File: config.mk
export PLATFORM = sky130hd
export DESIGN_NAME = xbus_fabric
export DESIGN_NICKNAME = d
export VERILOG_FILES = /design/src/rtl/xbus_pkg.sv /design/src/rtl/xbus_lane.sv /design/src/rtl/xbus_clu.sv /design/src/rtl/xbus_fabric.sv
export SDC_FILE = /design/constraint.sdc
export NUM_CORES = 1
export LEC_CHECK = 0
export BUFFER_PORTS_ARGS = -buffer_cell sky130_fd_sc_hd__buf_2
export CAP_MARGIN = 20
export CELL_PAD_IN_SITES_DETAIL_PLACEMENT = 1
export CELL_PAD_IN_SITES_GLOBAL_PLACEMENT = 1
export CORE_AREA = 2 2 448 450
export CTS_CLUSTER_SIZE = 8
export DETAILED_ROUTE_END_ITERATION = 10
export DIE_AREA = 0 0 450 452
export GPL_TIMING_DRIVEN = 1
export PLACE_DENSITY = 0.39
export SLEW_MARGIN = 10
export SYNTH_ARGS = -nofsm -noshare
export SYNTH_HDL_FRONTEND = slang
export SYNTH_SLANG_ARGS = --single-unit
File: constraint.sdc
create_clock -name clk -period 2.5 [get_ports clk]
set_input_delay 0.5 -clock clk [delete_from_list [all_inputs] [get_ports clk]]
set_output_delay 0.5 -clock clk [all_outputs]
set_load 0.05 [all_outputs]
File: src/rtl/xbus_pkg.sv
package xbus_pkg;

  typedef enum logic [1:0] {
    BSRC_NONE = 2'd0,
    BSRC_REG  = 2'd1,
    BSRC_FU   = 2'd2,
    BSRC_RSVD = 2'd3
  } bus_src_e;

  typedef enum logic [1:0] {
    OSRC_RF   = 2'd0,
    OSRC_BYP  = 2'd1,
    OSRC_IVR  = 2'd2,
    OSRC_ZERO = 2'd3
  } opnd_src_e;

  // width of an index over n items, at least one bit
  function automatic int cw(input int n);
    return (n <= 2) ? 1 : $clog2(n);
  endfunction

  // wrap an index into a table of n entries
  function automatic int pick(input int idx, input int n);
    return idx % n;
  endfunction

  function automatic logic drives_bus(input logic [1:0] k);
    return (k == BSRC_REG) || (k == BSRC_FU);
  endfunction

endpackage

File: src/rtl/xbus_lane.sv
module xbus_lane
  import xbus_pkg::*;
#(
  parameter int NCLU = 4,
  parameter int DW   = 16,
  parameter int LAT  = 2
) (
  input  logic                     clk,
  input  logic                     rst_n,
  input  logic                     stall,
  input  logic [NCLU-1:0]          req,
  input  logic [NCLU-1:0][DW-1:0]  val,
  output logic                     busy,
  output logic                     deliver,
  output logic [DW-1:0]            payload,
  output logic                     err_busy,
  output logic                     err_multi
);
  localparam int RW = $clog2(LAT + 1);

  logic [RW-1:0]   rem_q;
  logic [DW-1:0]   payload_q;
  logic [NCLU-1:0] grant;
  logic [DW-1:0]   val_sel;
  logic            accept;
  logic            any_req;

  // lowest-numbered requester wins
  always_comb begin
    grant   = '0;
    val_sel = '0;
    for (int c = 0; c < NCLU; c++) begin
      if (req[c] && (grant == '0)) begin
        grant[c] = 1'b1;
        val_sel  = val[c];
      end
    end
  end

  assign any_req   = |req;
  assign busy      = (rem_q != '0);
  assign accept    = any_req && !busy && !stall;
  assign deliver   = (rem_q == RW'(1)) && !stall;
  assign payload   = payload_q;
  assign err_busy  = any_req && busy && !stall;
  assign err_multi = ($countones(req) > 1) && !stall;

  always_ff @(posedge clk) begin
    if (!rst_n) begin
      rem_q     <= '0;
      payload_q <= '0;
    end else if (accept) begin
      rem_q     <= RW'(LAT);
      payload_q <= val_sel;
    end else if (busy && !stall) begin
      rem_q     <= rem_q - 1'b1;
    end
  end

  // an accepted value occupies the bus from the next cycle
  a_r3_payload_capture: assert property (@(posedge clk) disable iff (!rst_n)
    accept |=> busy && (payload_q == $past(val_sel)));

  // the bus frees itself right after delivery
  a_r3_free_after_delivery: assert property (@(posedge clk) disable iff (!rst_n)
    deliver |=> !busy);

  // at most one cluster owns the bus
  a_r5_single_grant: assert property (@(posedge clk) disable iff (!rst_n)
    $onehot0(grant));

  // a stall freezes countdown and payload
  a_r10_lane_frozen: assert property (@(posedge clk) disable iff (!rst_n)
    stall |=> $stable(rem_q) && $stable(payload_q));

endmodule

File: src/rtl/xbus_clu.sv
module xbus_clu
  import xbus_pkg::*;
#(
  parameter int NBUS = 2,
  parameter int NFU  = 2,
  parameter int DW   = 16,
  parameter int RAW  = 4,
  parameter int SW   = 1
) (
  input  logic                               clk,
  input  logic                               rst_n,
  input  logic                               stall,
  input  logic [NBUS-1:0]                    deliver,
  input  logic [NBUS-1:0][DW-1:0]            payload,
  input  logic [NBUS-1:0]                    in_en,
  input  logic [NBUS-1:0][RAW-1:0]           in_reg,
  input  logic [NFU-1:0]                     fu_wb_en,
  input  logic [NFU-1:0][RAW-1:0]            fu_wb_reg,
  input  logic [NFU-1:0][DW-1:0]             fu_res,
  input  logic [NFU-1:0][1:0][1:0]           opnd_kind,
  input  logic [NFU-1:0][1:0][SW-1:0]        opnd_idx,
  input  logic [NFU-1:0][1:0][DW-1:0]        opnd_rf,
  output logic [NFU-1:0][1:0][DW-1:0]        opnd,
  output logic [NBUS-1:0]                    wr_en,
  output logic [NBUS-1:0][RAW-1:0]           wr_addr,
  output logic [NBUS-1:0][DW-1:0]            wr_data,
  output logic                               wb_err
);
  logic [NBUS-1:0][DW-1:0] ivr_q;

  always_ff @(posedge clk) begin
    if (!rst_n) begin
      ivr_q <= '0;
    end else begin
      for (int b = 0; b < NBUS; b++)
        if (deliver[b]) ivr_q[b] <= payload[b];
    end
  end

  // a later bus to the same register shadows an earlier one
  always_comb begin
    for (int b = 0; b < NBUS; b++) begin
      wr_en[b] = in_en[b] && !stall;
      for (int b2 = b + 1; b2 < NBUS; b2++)
        if (in_en[b2] && (in_reg[b2] == in_reg[b])) wr_en[b] = 1'b0;
    end
  end

  assign wr_addr = in_reg;
  assign wr_data = ivr_q;

  always_comb begin
    wb_err = 1'b0;
    for (int b = 0; b < NBUS; b++)
      for (int f = 0; f < NFU; f++)
        if (!stall && in_en[b] && fu_wb_en[f] && (in_reg[b] == fu_wb_reg[f]))
          wb_err = 1'b1;
  end

  always_comb begin
    for (int f = 0; f < NFU; f++) begin
      for (int k = 0; k < 2; k++) begin
        opnd[f][k] = '0;
        case (opnd_kind[f][k])
          OSRC_RF:  opnd[f][k] = opnd_rf[f][k];
          OSRC_BYP: for (int s = 0; s < NFU; s++)
                      if (pick(int'(opnd_idx[f][k]), NFU) == s) opnd[f][k] = fu_res[s];
          OSRC_IVR: for (int s = 0; s < NBUS; s++)
                      if (pick(int'(opnd_idx[f][k]), NBUS) == s) opnd[f][k] = ivr_q[s];
          default:  opnd[f][k] = '0;
        endcase
      end
    end
  end

  // stall holds every incoming-value register
  a_r10_ivr_frozen: assert property (@(posedge clk) disable iff (!rst_n)
    stall |=> $stable(ivr_q));

  for (genvar b = 0; b < NBUS; b++) begin : g_bus
    // an incoming register changes only on its bus's delivery
    a_r3_ivr_on_delivery: assert property (@(posedge clk) disable iff (!rst_n)
      !deliver[b] |=> $stable(ivr_q[b]));
    for (genvar b2 = b + 1; b2 < NBUS; b2++) begin : g_pair
      // two enabled bus writes never share a register
      a_r7_distinct_targets: assert property (@(posedge clk) disable iff (!rst_n)
        (wr_en[b] && wr_en[b2]) |-> (wr_addr[b] != wr_addr[b2]));
    end
  end

endmodule

File: src/rtl/xbus_fabric.sv
module xbus_fabric
  import xbus_pkg::*;
#(
  parameter int NCLU = 4,
  parameter int NBUS = 2,
  parameter int NREG = 16,
  parameter int NFU  = 2,
  parameter int DW   = 16,
  parameter int LAT  = 2,
  localparam int RAW = cw(NREG),
  localparam int SW  = cw((NFU > NBUS) ? NFU : NBUS)
) (
  input  logic                                   clk,
  input  logic                                   rst_n,
  input  logic                                   stall,
  input  logic [NCLU-1:0][NBUS-1:0][1:0]         out_kind,
  input  logic [NCLU-1:0][NBUS-1:0][RAW-1:0]     out_idx,
  output logic [NCLU-1:0][NBUS-1:0][RAW-1:0]     out_raddr,
  input  logic [NCLU-1:0][NBUS-1:0][DW-1:0]      out_rdata,
  input  logic [NCLU-1:0][NFU-1:0][DW-1:0]       fu_res,
  input  logic [NCLU-1:0][NBUS-1:0]              in_en,
  input  logic [NCLU-1:0][NBUS-1:0][RAW-1:0]     in_reg,
  input  logic [NCLU-1:0][NFU-1:0]               fu_wb_en,
  input  logic [NCLU-1:0][NFU-1:0][RAW-1:0]      fu_wb_reg,
  input  logic [NCLU-1:0][NFU-1:0][1:0][1:0]     opnd_kind,
  input  logic [NCLU-1:0][NFU-1:0][1:0][SW-1:0]  opnd_idx,
  input  logic [NCLU-1:0][NFU-1:0][1:0][DW-1:0]  opnd_rf,
  output logic [NCLU-1:0][NFU-1:0][1:0][DW-1:0]  opnd,
  output logic [NBUS-1:0]                        bus_busy,
  output logic [NCLU-1:0][NBUS-1:0]              in_wr_en,
  output logic [NCLU-1:0][NBUS-1:0][RAW-1:0]     in_wr_addr,
  output logic [NCLU-1:0][NBUS-1:0][DW-1:0]      in_wr_data,
  output logic                                   proto_err,
  output logic                                   wb_err
);
  logic [NBUS-1:0][NCLU-1:0]          req_m;
  logic [NBUS-1:0][NCLU-1:0][DW-1:0]  val_m;
  logic [NBUS-1:0]                    dlv;
  logic [NBUS-1:0][DW-1:0]            pay;
  logic [NBUS-1:0]                    e_busy, e_multi;
  logic [NCLU-1:0]                    wbe;

  assign out_raddr = out_idx;

  for (genvar c = 0; c < NCLU; c++) begin : g_src
    for (genvar b = 0; b < NBUS; b++) begin : g_bus
      logic [DW-1:0] src_val;
      always_comb begin
        src_val = '0;
        if (out_kind[c][b] == BSRC_REG) begin
          src_val = out_rdata[c][b];
        end else if (out_kind[c][b] == BSRC_FU) begin
          for (int f = 0; f < NFU; f++)
            if (pick(int'(out_idx[c][b]), NFU) == f) src_val = fu_res[c][f];
        end
      end
      assign req_m[b][c] = drives_bus(out_kind[c][b]);
      assign val_m[b][c] = src_val;
    end
  end

  for (genvar b = 0; b < NBUS; b++) begin : g_lane
    xbus_lane #(.NCLU(NCLU), .DW(DW), .LAT(LAT)) u_lane (
      .clk      (clk),
      .rst_n    (rst_n),
      .stall    (stall),
      .req      (req_m[b]),
      .val      (val_m[b]),
      .busy     (bus_busy[b]),
      .deliver  (dlv[b]),
      .payload  (pay[b]),
      .err_busy (e_busy[b]),
      .err_multi(e_multi[b])
    );
  end

  for (genvar c = 0; c < NCLU; c++) begin : g_clu
    xbus_clu #(.NBUS(NBUS), .NFU(NFU), .DW(DW), .RAW(RAW), .SW(SW)) u_clu (
      .clk      (clk),
      .rst_n    (rst_n),
      .stall    (stall),
      .deliver  (dlv),
      .payload  (pay),
      .in_en    (in_en[c]),
      .in_reg   (in_reg[c]),
      .fu_wb_en (fu_wb_en[c]),
      .fu_wb_reg(fu_wb_reg[c]),
      .fu_res   (fu_res[c]),
      .opnd_kind(opnd_kind[c]),
      .opnd_idx (opnd_idx[c]),
      .opnd_rf  (opnd_rf[c]),
      .opnd     (opnd[c]),
      .wr_en    (in_wr_en[c]),
      .wr_addr  (in_wr_addr[c]),
      .wr_data  (in_wr_data[c]),
      .wb_err   (wbe[c])
    );
  end

  assign proto_err = |(e_busy | e_multi);
  assign wb_err    = |wbe;

  // no protocol error is reported for a frozen instruction
  a_r10_no_err_in_stall: assert property (@(posedge clk) disable iff (!rst_n)
    stall |-> !proto_err && (in_wr_en == '0));

endmodule

### Word-level counts from Yosys, hierarchy flattened

Cells that the tools add are included.

| word-level totals | value |
|---|---|
| output and inout port bits | 460 |
| input port bits | 691 |
| register bits | 68 |

| operators by class | value |
|---|---|
| add/sub/neg operators | 8 |
| muxes and demuxes | 150 |
| bitwise gates (word level) | 4 |
| order comparisons | 2 |
| eq/ne operators | 70 |
| reduce and logical (&&, ||, !) cells | 129 |

Operators with widths:

| kind | count |
|---|---|
| $mux W16 | 104 |
| $logic_not A32 Y1 | 24 |
| $pmux W16 S3 | 16 |
| $eq A4 B4 Y1 | 20 |
| $add A32 B32 Y32 | 2 |
| $gt A32 B2 Y1 const B | 2 |
| $logic_and A1 B1 Y1 | 64 |
| $eq A2 B1 Y1 const B | 26 |
| $eq A2 B2 Y1 const B | 24 |
| $logic_not A2 Y1 | 18 |
| $mux W1 | 26 |
| $reduce_or A4 Y1 | 3 |
| $add A1 B1 Y2 | 4 |
| $logic_or A1 B1 Y1 | 8 |
| $mux W2 | 4 |
| $reduce_bool A2 Y1 | 4 |
| $logic_not A3 Y1 | 2 |
| $reduce_or A2 Y1 | 3 |
| $sub A2 B1 Y2 const B | 2 |
| $logic_not A1 Y1 | 3 |
| $not A1 Y1 | 3 |
| $or A2 B2 Y2 | 1 |

### Depth between registers and ports, before layout

| depth | value |
|---|---|
| depth after elaboration | 12 |
| depth in mapped cells | 10 |

### Modules after synthesis

From an unflattened synthesis, not the netlist that was laid out.

| second synthesis, totals | value |
|---|---|
| cells, all modules | 2888 |
| area, all modules | 23204.8 µm² |

By module, submodules not included:

| module | cells each | seq. area each (µm²) | area each (µm²) | instances |
|---|---|---|---|---|
| xbus_clu | 517 | 640.6 | 4186.5 | 4 |
| xbus_fabric | 506 | 0.0 | 3558.4 | 1 |
| xbus_lane | 157 | 360.3 | 1450.1 | 2 |

### Worst setup path after synthesis

Ideal clock, no wire load.

| timing | value |
|---|---|
| path type | input port to output port |
| start | in out_kind[0] (netlist bit) |
| end | out proto_err |
| setup slack | -0.507 ns |
| path buffers | 0 |
| arrival time | 2.507 ns |
| required time | 2.000 ns |
| stages | 8 |
| cells stage by stage | inv_1 > ha_1 > ha_1 > nand2b_1 > fa_1 > nand4_1 > a221oi_1 > nor2_1 |

| on the way | value |
|---|---|
| cells in the longest elaborated chain, start to end | 8 |

RTL lines:

| item | RTL line | text |
|---|---|---|
| from (decl) | xbus_fabric.sv:16 | `input logic [NCLU-1:0][NBUS-1:0][1:0] out_kind,` |
| $eq A2 B1 Y1 or $eq A2 B2 Y1 (tied branches) | xbus_pkg.sv:28 | `return (k == BSRC_REG) \|\| (k == BSRC_FU);` |
| $logic_or A1 B1 Y1 * | xbus_pkg.sv:28 |  |
| $add A1 B1 Y2 (not written as such) | xbus_lane.sv:46 | `assign err_multi = ($countones(req) > 1) && !stall;` |
| $add A32 B32 Y32 (not written as such) | xbus_lane.sv:46 |  |
| $gt A32 B2 Y1 | xbus_lane.sv:46 |  |
| $logic_and A1 B1 Y1 | xbus_lane.sv:46 |  |
| $or A2 B2 Y2 * | xbus_fabric.sv:100 | `assign proto_err = \|(e_busy \| e_multi);` |
| $reduce_or A2 Y1 * | xbus_fabric.sv:100 |  |
| to (decl) | xbus_fabric.sv:33 | `output logic proto_err,` |

Every way passes the cells marked *; elsewhere a longest branch is shown, timed or not.

### Worst setup path after layout

| timing | value |
|---|---|
| start | in out_kind[4] (netlist bit) |
| end | out proto_err |

Same word-level chain as after synthesis.

==> results.json <==
{
  "leakage_nw": 15.19,
  "p_clk_share_pct": 17.4,
  "drt_wl_total_um": 208200,
  "worstPathRequired_ps": 2000,
  "cts_sinks": 68,
  "fmax_mhz": 333.9,
  "clockBufferDepth": 2,
  "slowest_stage": "fa_1",
  "slew_headroom_pct": 45.56,
  "final_nets": 4459,
  "synth_top_family_by_area": "multiplexers",
  "hpwl_um": 169200,
  "initial_core_util_pct": 9.408,
  "yosysTopAreaCell": "mux2i_1",
  "swShare_pct": 52.14,
  "r2r-start": "g_lane[1].u_lane.rem_q[0]",
  "htree_levels": 3,
  "reg2reg_depth": 8,
  "grt_usage_pct": 19.14,
  "pwr-share-seq_pct": 11.4,
  "critPathBufInv": 4,
  "criticalPathCategory": "in -> out",
  "clkTransAtPathRegs_ps": 60,
  "grt-ovfl-total": 0,
  "synthDistinctLibCells": 39,
  "p_switching_w": 0.005306,
  "syn_to_final_growth_pct": 71.13,
  "gp_congestion": 0.9022,
  "grt_max_degree": 33,
  "synth_edf_count": 0,
  "worst_pin_slew_ps": 808.1,
  "drt_iter0_drc": 1958,
  "hold_end": "g_clu[0].u_clu.wr_data[9]",
  "crit_path_max_fanout": 2,
  "p_int_w": 0.004871,
  "syn_inst": 2682,
  "clk_latency_ps": 350,
  "max_stage_delay_ps": 510,
  "rows": 164,
  "hp-start": "g_lane[0].u_lane.payload[9]",
  "num_io_pins": 1151,
  "path_cells": "buf_8 > inv_4 > ha_4 > inv_4 > ha_4 > nand2b_4 > fa_1 > nand4_1 > a221oi_2 > nor2_4 > buf_12",
  "status": "finished, violations left",
  "synth-xor-area-share_pct": 3.843,
  "rsz0062_at_grt": "yes",
  "vias": 26460,
  "wire_per_inst_um": 32.45,
  "fin_crit_ps": 2995,
  "ys_seq_area_share_pct": 7.284,
  "synthAdderAreaFrac_pct": 2.357,
  "yosysMostFrequentCell": "mux2i_1",
  "synth_area_um2": 18690,
  "r2r_end": "g_lane[1].u_lane.payload[15]",
  "setup_ws_ps": -495.2,
  "grt_pass1_vias": 27030,
  "via_per_inst": 4.124,
  "synth.area.mux_share_pct": 32.67,
  "power_density_nw_per_um2": 318.2,
  "hp-class": "reg -> reg",
  "ant_nets": 0,
  "maxCapViolCount": 0,
  "finalSetupViolations": 1,
  "finalNonFillerCells": 6415,
  "grt_antenna_before_repair": 65,
  "synth-main-ff-cell": "dfxtp_1",
  "syn_nets": 3407,
  "slew_viol_final": 0,
  "skew_ps": 5.502,
  "ff2ff_setup_slack_ps": 710,
  "cts_buffers": 9,
  "final_hold_viol_count": 0,
  "period_share_pct": 119.8,
  "violations": "negative setup slack",
  "yosysWarnings": 0,
  "cp-start-kind": "input port",
  "critPathTopFamily": "adder cells",
  "die-area_um2": 203400,
  "cts_root_buf": "clkbuf_16",
  "worst_setup_path_end_kind": "primary output",
  "first_pass_iters": 5,
  "syn_area_per_cell_um2": 6.968,
  "pwr-share-comb_pct": 71.2,
  "ys_ff_latch": 68,
  "drive_gt1_share_pct": 47.90,
  "min_path_cells": 2,
  "placed_cells": 6373,
  "async_reset_ff_share_pct": 0,
  "arrival_ps": 2500,
  "timing.hold.ws_ps": 449.3,
  "cts_tree": "yes",
  "core_region_area_um2": 198600,
  "synth_top_area_share_pct": 32.67,
  "synthTopCellsByArea": "mux2i_1 33%, o21ai_0 9.1%, nand2_1 8.2%",
  "synthTopCellsByCount": "610 x mux2i_1, 408 x nand2_1, 338 x o21ai_0",
  "yosys.area_share.simple_pct": 13.44,
  "cts-hold-fix-buffers": 0,
  "synth-compound-area-share_pct": 26.19,
  "grt_pass1_wl_um": 263400,
  "chipHeight_um": 452,
  "ir_drop_uv": 288.2,
  "cp-startpoint": "out_kind[4]",
  "portBuffers": 1102,
  "die_x_um": 450,
  "setup-tns-final_ps": -495.2,
  "fin_util_pct": 16.10,
  "drc_errors": 0
}
-- stage by stage --
stage	area (um2)	power, W	worst slack (ps)
2_1_floorplan	19920	0.005030	-232.5
3_3_place_gp	31030	0.008369	-1053
3_5_place_dp	31050	0.008383	-962.1
4_1_cts	31670	0.01028	-553.1
5_1_grt	31960	0.01059	-590.1
6_report	31980	0.01018	-495.2
-- state kept, by name (all words and copies together) (netlist names) --
| register | flops |
|---|---|
| g_lane.u_lane.rem_q | 4 |
| g_lane.u_lane.payload | 32 |
| g_clu.u_clu.wr_data | 32 |
-- worst reg2reg max path: stages, from the launching register on --
cell and delay, ps:
dfxtp_1 330, inv_1 70, ha_1 220, inv_2 100, nor3b_2 280, nand3_2 140, buf_12 170, a211oi_1 280
a221o_1 150
-- layout make-up --
| class | instances | area [um2] |
|---|---|---|
| clock buffers | 10 | 239.0 |
| clock inverters | 6 | 158.9 |
| multi-input cells | 2115 | 16110 |
| flip-flops and latches | 68 | 1416 |
| repair buffers | 1501 | 10520 |
| well taps | 2656 | 3323 |
| fillers | 24040 | 166700 |
| inverters | 39 | 163.9 |
| diodes | 20 | 50.05 |
-- worst max path at each step --
stage,end,cells after the start
after global placement,proto_err,11
after detailed placement,proto_err,11
after CTS,proto_err,12
final,proto_err,11
after global routing,proto_err,11
after floorplan,proto_err,8
-- placed cells by master, fill, tap and decap left out, types with 7 or more instances in the layout --
master     count
a221o_1       32
ha_1          20
o22ai_2      190
dfxtp_2       26
buf_12       130
dfxtp_1       36
buf_6         13
nor2b_1       32
a21oi_1       50
diode_2       20
o21ai_0      336
nor4_1         7
mux2i_1      610
clkbuf_16     11
nand3_1       10
xor2_1        60
inv_1         25
a221oi_1      15
a21o_1        15
nand2b_1      22
a211oi_1      64
ha_4          12
buf_2       1012
nand2_1      408
a22oi_1       47
o22ai_1       50
nor3_1        14
xnor2_1       22
nand4_1       11
nor2_1        54
inv_2          8
buf_4        333
-- cell families (layout without fill, tap and decap cells) --
family,Yosys count,count (layout)
AO/OA/AOI/OAI,808,808
multiplexers,610,610
AND/OR/NAND/NOR,581,581
buffers and inverters,499,1556
XOR/XNOR,82,82
flip-flops,68,68
adder cells (fa/ha/maj),34,34
other,0,20
-- power by group through the flow --
stage                     Clock, W  Sequential, W  Combinational (W)
after floorplan                  0        0.00119            0.00384
after global placement           0        0.00119            0.00718
after detailed placement         0        0.00119            0.00719
after CTS                  0.00182        0.00116            0.00729
after global routing       0.00184        0.00117            0.00758
final                      0.00177        0.00116            0.00724
-- metal layers --
| metal | global-route usage [%] | part of all wire (%) | up-vias |
|---|---|---|---|
| li1 | - | - | 11720 |
| met1 | 22.54 | 40 | 13370 |
| met2 | 35.86 | 52 | 1118 |
| met3 | 2.684 | 4.9 | 229 |
| met4 | 5.044 | 3.6 | 26 |
| met5 | 0 | 0.076 | - |
-- timing repair --
item | 4_1_cts | 5_1_grt
setup buffers | 2 | 7
gates cloned | 0 | 2
setup endpoints to repair | 47 | 19
gates resized for setup | 57 | 43
pin swaps | 11 | 16
No activity file was read; power rests on OpenSTA's default activity.
